### config.mk
export PLATFORM = sky130hd
export DESIGN_NAME = xlat_ctl_top
export DESIGN_NICKNAME = d
export VERILOG_FILES = /design/src/rtl/xlat_ctl_pkg.sv /design/src/rtl/xlat_ctl_regs.sv /design/src/rtl/xlat_ctl_idle.sv /design/src/rtl/xlat_ctl_top.sv
export SDC_FILE = /design/constraint.sdc
export NUM_CORES = 1
export LEC_CHECK = 0
export ABC_AREA = 1
export ABC_CLOCK_PERIOD_IN_PS = 1650
export BUFFER_PORTS_ARGS = -buffer_cell sky130_fd_sc_hd__buf_4
export CAP_MARGIN = 20
export CORE_MARGIN = 2
export CORE_UTILIZATION = 35
export DETAILED_ROUTE_END_ITERATION = 10
export PLACE_DENSITY_LB_ADDON = 0.12
export SLEW_MARGIN = 15
export SYNTH_ARGS = -nofsm -noshare
export SYNTH_HDL_FRONTEND = slang
export SYNTH_SLANG_ARGS = --single-unit
### constraint.sdc
create_clock -name clk_i -period 1.65 [get_ports clk_i]
set_input_delay 0.495 -clock clk_i [delete_from_list [all_inputs] [get_ports clk_i]]
set_output_delay 0.495 -clock clk_i [all_outputs]
set_load 0.05 [all_outputs]
### src/rtl/xlat_ctl_pkg.sv
package xlat_ctl_pkg;
  localparam int REG_W     = 32;
  localparam int EN_BIT    = 0;
  localparam int AUX_BIT   = 1;
  localparam int UNIT_LSB  = 4;
  localparam int UNIT_W    = 4;
  localparam int IRQEN_BIT = 8;
  localparam int IDLE_BIT  = 31;

  typedef struct packed {
    logic              irq_en;
    logic [UNIT_W-1:0] unit;
    logic              aux;
    logic              en;
  } ctl_t;
endpackage

### src/rtl/xlat_ctl_regs.sv
module xlat_ctl_regs
  import xlat_ctl_pkg::*;
(
  input  logic             clk_i,
  input  logic             rst_ni,
  input  logic             wr_i,
  input  logic [REG_W-1:0] wdata_i,
  input  logic             idle_i,
  input  logic             en_eff_i,
  output ctl_t             ctl_o,
  output logic             err_o
);
  ctl_t ctl_q;
  logic err_q;
  logic [UNIT_W-1:0] unit_new;
  logic en_bad, unit_bad;

  assign unit_new = wdata_i[UNIT_LSB +: UNIT_W];
  // enabling from a busy state
  assign en_bad   = wr_i && wdata_i[EN_BIT] && !ctl_q.en && !idle_i;
  // renumbering while busy or enabled
  assign unit_bad = wr_i && (unit_new != ctl_q.unit) && (!idle_i || ctl_q.en || en_eff_i);

  always_ff @(posedge clk_i or negedge rst_ni) begin
    if (!rst_ni) begin
      ctl_q <= '0;
      err_q <= 1'b0;
    end else begin
      if (wr_i) begin
        ctl_q.aux    <= wdata_i[AUX_BIT];
        ctl_q.irq_en <= wdata_i[IRQEN_BIT];
        if (!en_bad)   ctl_q.en   <= wdata_i[EN_BIT];
        if (!unit_bad) ctl_q.unit <= unit_new;
      end
      if (en_bad || unit_bad) err_q <= 1'b1;
    end
  end

  assign ctl_o = ctl_q;
  assign err_o = err_q;


  en_reject_chk: assert property (@(posedge clk_i) disable iff (!rst_ni)
    en_bad |=> (!ctl_q.en && err_q));

  unit_reject_chk: assert property (@(posedge clk_i) disable iff (!rst_ni)
    unit_bad |=> ($stable(ctl_q.unit) && err_q));

  err_sticky_chk: assert property (@(posedge clk_i) disable iff (!rst_ni)
    err_q |=> err_q);
endmodule

### src/rtl/xlat_ctl_idle.sv
module xlat_ctl_idle #(
  parameter int CNT_W = 8
) (
  input  logic             clk_i,
  input  logic             rst_ni,
  input  logic             en_req_i,
  input  logic [CNT_W-1:0] outst_cnt_i,
  input  logic [CNT_W-1:0] ack_pend_i,
  output logic             en_eff_o,
  output logic             idle_o
);
  logic en_eff_q, idle_q, drained;

  assign drained = (outst_cnt_i == '0) && (ack_pend_i == '0);

  always_ff @(posedge clk_i or negedge rst_ni) begin
    if (!rst_ni) begin
      en_eff_q <= 1'b0;
      idle_q   <= 1'b1;
    end else begin
      en_eff_q <= en_req_i;
      // a pending enable already blocks idle, so it drops as the enable lands
      idle_q   <= !en_req_i && !en_eff_q && drained;
    end
  end

  assign en_eff_o = en_eff_q;
  assign idle_o   = idle_q;


  en_delay_chk: assert property (@(posedge clk_i) disable iff (!rst_ni)
    en_eff_q == $past(en_req_i));

  idle_drop_chk: assert property (@(posedge clk_i) disable iff (!rst_ni)
    $rose(en_eff_q) |-> !idle_q);

  idle_rise_chk: assert property (@(posedge clk_i) disable iff (!rst_ni)
    $rose(idle_q) |-> $past(drained));

  idle_off_chk: assert property (@(posedge clk_i) disable iff (!rst_ni)
    idle_q |-> !en_eff_q);
endmodule

### src/rtl/xlat_ctl_top.sv
module xlat_ctl_top
  import xlat_ctl_pkg::*;
#(
  parameter int ADDR_W = 12,
  parameter int CNT_W  = 8
) (
  input  logic              clk_i,
  input  logic              rst_ni,
  input  logic              reg_req_i,
  input  logic              reg_we_i,
  input  logic [ADDR_W-1:0] reg_addr_i,
  input  logic [REG_W-1:0]  reg_wdata_i,
  output logic [REG_W-1:0]  reg_rdata_o,
  input  logic [CNT_W-1:0]  outst_cnt_i,
  input  logic [CNT_W-1:0]  ack_pend_i,
  input  logic              unmapped_i,
  output logic              xlat_en_o,
  output logic              cmdq_en_o,
  output logic              unmapped_irq_o,
  output logic              err_o
);
  logic hit, wr, idle, en_eff;
  ctl_t ctl;
  logic unused_wbits;

  assign hit = (reg_addr_i == '0);
  assign wr  = reg_req_i && reg_we_i && hit;
  assign unused_wbits = ^{reg_wdata_i[REG_W-1:IRQEN_BIT+1], reg_wdata_i[UNIT_LSB-1:AUX_BIT+1]};

  xlat_ctl_regs u_regs (
    .clk_i    (clk_i),
    .rst_ni   (rst_ni),
    .wr_i     (wr),
    .wdata_i  (reg_wdata_i),
    .idle_i   (idle),
    .en_eff_i (en_eff),
    .ctl_o    (ctl),
    .err_o    (err_o)
  );

  xlat_ctl_idle #(.CNT_W(CNT_W)) u_idle (
    .clk_i       (clk_i),
    .rst_ni      (rst_ni),
    .en_req_i    (ctl.en),
    .outst_cnt_i (outst_cnt_i),
    .ack_pend_i  (ack_pend_i),
    .en_eff_o    (en_eff),
    .idle_o      (idle)
  );

  always_comb begin
    reg_rdata_o = '0;
    if (hit) begin
      reg_rdata_o[EN_BIT]                = ctl.en;
      reg_rdata_o[AUX_BIT]               = ctl.aux;
      reg_rdata_o[UNIT_LSB +: UNIT_W]    = ctl.unit;
      reg_rdata_o[IRQEN_BIT]             = ctl.irq_en;
      reg_rdata_o[IDLE_BIT]              = idle;
    end
  end

  assign xlat_en_o      = en_eff;
  assign cmdq_en_o      = en_eff;
  assign unmapped_irq_o = ctl.irq_en && unmapped_i;


  irq_src_chk: assert property (@(posedge clk_i) disable iff (!rst_ni)
    unmapped_irq_o |-> (unmapped_i && reg_rdata_o[IRQEN_BIT] || !hit));

  addr_ignore_chk: assert property (@(posedge clk_i) disable iff (!rst_ni)
    (reg_req_i && reg_we_i && !hit) |=> $stable(ctl));

  addr_zero_chk: assert property (@(posedge clk_i) disable iff (!rst_ni)
    !hit |-> (reg_rdata_o == '0));
endmodule

# Word level (Yosys, flattened, before mapping)
# Cells that the tools add are included.
# op_classes
eq_ne	1
n_mux	3
bitwise_logic	2
n_reduce_logical	22
# op_table
op	n
zero test 8 bit	2
zero test 12 bit	1
logical AND 1 bit	11
two-way mux 5 bit	1
inequality test 4 bit	1
AND reduction 2 bit	2
zero test 1 bit	3
logical OR 1 bit	3
two-way mux 2 bit	1
NOT 1 bit	2
two-way mux 1 bit	1
# totals
register_bits	10
in_bits	65
out_inout_bits	36
wordCells	35

# Depth between registers and ports, before layout
# logic_depth
word_depth	7
mapped_depth	9
mapped_depth_nobuf	9

# Modules after synthesis
# From an unflattened synthesis, not the netlist that was laid out.
# hier_totals
cells_unflattened	132
area_unflattened_um2	872.1
# modules_own_cells
mod	n_inst	cells_per_inst	area_per_inst_um2	seq_area_each_um2
xlat_ctl_regs	1	57	439.2	200.2
xlat_ctl_top	1	57	315.3	0.0
xlat_ctl_idle	1	18	117.6	51.3

# Least setup slack after synthesis
# Ideal clock, no wire load.
# synth_timing
kind	input to output
startpoint	input port reg_addr_i[11]
endpoint	output port reg_rdata_o[0]
arrival_ns	1.529
required_time_ns	1.155
setup_slack_ns	-0.374
path_stages	5
path_buffers	0
cell_sequence	nor2_1 nand2_1 nor2_4 nand2_4 nor2_1
# synth_between
elab_chain_cells	2
# synth_lines
element	line	rtl
start, declared	xlat_ctl_top.sv:11	input logic [ADDR_W-1:0] reg_addr_i,
zero test 12 bit	xlat_ctl_top.sv:26	assign hit = (reg_addr_i == '0);
two-way mux 2 bit	xlat_ctl_top.sv:53	if (hit) begin
end, declared	xlat_ctl_top.sv:13	output logic [REG_W-1:0] reg_rdata_o,
# Every way passes these cells.

# Final worst setup path
# layout_timing
startpoint	input port reg_addr_i[10]
endpoint	output port reg_rdata_o[5]
# layout_between
elab_chain_cells	2
# layout_lines
element	line
zero test 12 bit	xlat_ctl_top.sv:26
two-way mux 5 bit	xlat_ctl_top.sv:53
# Every way passes these cells.

==> results.json <==
{
  "outcome": "complete, but fails checks",
  "violations": "setup timing",
  "synth_warnings": 0,
  "period_share_pct": 112,
  "crit_type": "input port to primary output",
  "syn2layout_area_growth_pct": 69.6,
  "hold_class": "input port to async pin",
  "multi_input_comb_area_um2": 543,
  "antenna_found_initial": 0,
  "dp_hpwl_um": 1610,
  "drt_iter0_markers": 11,
  "grt_overflow": 0,
  "crit_fanout": 4,
  "die_h_um": 52.9,
  "final-seq-area_um2": 251,
  "cts_tree": "built",
  "synth_area_um2": 838,
  "drv_cap": 0,
  "io_pins": 101,
  "setup_viol": 14,
  "ir_drop_uv": 353,
  "ys_seq_area_share_pct": 30.0,
  "num-fill-cells": 197,
  "final_common_cell": "buf_4",
  "worst_slack_ns": -0.198,
  "hold_violations": 0,
  "wire_per_inst_um": 9.87,
  "post-route-drc-count": 0,
  "rsz0062_at_grt": "yes",
  "final_cell_mix": "39 x buf_4, 30 x nand2_1, 24 x conb_1",
  "num_vias": 893,
  "endpoint_kind": "primary output",
  "vias_per_cell": 4.25,
  "leakage_nw": 0.740,
  "cts_made_buffers": 3,
  "row_count": 17,
  "post_layout_nonfiller_instances": 210,
  "clockBufferDepth": 2,
  "drive_above_1_share_pct": 45.6,
  "port_buffers": 51,
  "cp-start-kind": "input port",
  "place_congestion": 0.696,
  "die_width_um": 52.9,
  "core_um2": 2230,
  "cts.clk_slew.worst_paths_ns": 0.07,
  "ys_ff_latch": 10,
  "synth_top_cell_by_area": "dfrtp_1",
  "grt_first_pass_wirelength_um": 3420,
  "clkSinkCount": 10,
  "syn_avg_cell_area_um2": 6.76,
  "hold_buffers": 0,
  "max_freq_mhz": 541,
  "root_buffer": "clkbuf_4",
  "fin_area_um2": 1420,
  "clock_skew_ns": 0.000526,
  "critical_path_arrival_ns": 1.35,
  "synth_area_leaders": "dfrtp_1 27%, buf_4 22%, nand2_1 15%, nor2_1 8.5%, inv_1 6.7%",
  "critPathRequiredTime_ns": 1.15,
  "clk_latency_ns": 0.26,
  "routed_wirelength_um": 2070,
  "grt_pass1_vias": 876,
  "ys_types": 16,
  "dr.pass1.iters": 4,
  "dp.cells": 203,
  "netlist.area_leader.share_pct": 26.9,
  "dpl_cell_area_um2": 1260,
  "start_util_pct": 37.5,
  "diodes": 0,
  "final_nets": 248,
  "p_total_w": 0.000709,
  "maxSlewViolCount": 0,
  "htree_levels": 1,
  "grt_max_degree": 11,
  "fin_setup_tns_ns": -1.47,
  "cellPowerDensity_nw_per_um2": 499,
  "antenna_left": 0,
  "rrSetupSlack_ns": 0.33,
  "period_needed_ns": 1.85,
  "track_usage_pct": 17.0,
  "die_area_um2": 2800,
  "syn_inst": 124
}
## timing repair
item,CTS,global route
buffers inserted,2,0
gates cloned,1,0
endpoints found under the setup margin,8,16
gates resized for setup,14,15
pin swaps,3,10
endpoints found under the hold margin,0,0
## where the power goes
part | total (W) | switching (W) | internal [W] | leakage, nW
Sequential | 0.000245 | 0.0000000829 | 0.000245 | 0.120
Combinational | 0.000244 | 0.000166 | 0.0000778 | 0.599
Clock | 0.000220 | 0.0000860 | 0.000134 | 0.0210
## synth_stat cells
cell / instances
conb_1: 1
inv_1: 15
and2_1: 1
buf_6: 1
buf_4: 25
dfrtp_1: 9
nor4_1: 4
nor2_4: 2
nand2_1: 33
nand2_4: 1
a21oi_1: 1
dfstp_2: 1
nor2_1: 19
nand3_1: 7
o21ai_0: 3
o211ai_2: 1
## final cells by class
cell class	count	area share, %
tap	28	2.46
clock buffer	4	2.55
sequential	10	17.7
timing repair buffer	56	35.1
multi-input combinational	97	38.2
inverter	15	3.96
## flip-flops by register name (all words and copies together), names as in the netlist
register,cells
u_idle.idle_o,1
u_idle.en_eff_o,1
u_regs.ctl_o,7
u_regs.err_o,1
## path summary, 6_finish.rpt
check,start,depth (start not counted),to
setup / recovery,reg_addr_i[10],7,reg_rdata_o[5]
max in group asynchronous,rst_ni,1,u_idle.idle_o
hold / removal,rst_ni,1,u_regs.ctl_o[4]
min in group clk_i,outst_cnt_i[2],4,u_idle.idle_o
hold reg to reg,u_regs.err_o,2,u_regs.err_o
setup reg to reg,u_regs.ctl_o[4],9,u_regs.ctl_o[5]
## kinds of logic after synthesis
family	after synthesis	share of synthesized area, %
DFF	10	30.0
other	1	0.447
buffers and inverters	41	30.4
AOI/OAI and AO/OA	5	3.88
and+or+nand+nor	67	35.2
## per-stage QoR
| stage | setup WS, ns | hold slack, ns | utilization [%] |
|---|---|---|---|
| 2_1_floorplan | -0.0734 | 0.199 | - |
| 4_1_cts | -0.202 | 0.0419 | 61.3 |
| 3_5_place_dp | -0.231 | 0.330 | 56.3 |
| 3_3_place_gp | -0.217 | 0.332 | 56.3 |
| 5_1_grt | -0.272 | 0.0510 | 63.6 |
| 6_report | -0.198 | 0.0437 | 63.6 |
## critical path: stages
cell	delay (ns)
buf_6	0.09
nor2_4	0.09
nand2_2	0.07
nor2_4	0.21
nand2_4	0.12
nor2_4	0.13
buf_8	0.15
## layer usage
metal  part of all wire, %  vias up  wire length, um  global-route usage (%)
met5                     0        -                0                       0
met4                   1.1        0               23                    6.41
met3                   8.9        4              184                    2.82
met2                    55       47             1140                    32.3
met1                    35      390              729                    18.5
li1                      -      452                -                       -
Note: power is estimated with default switching activity, not from simulation.
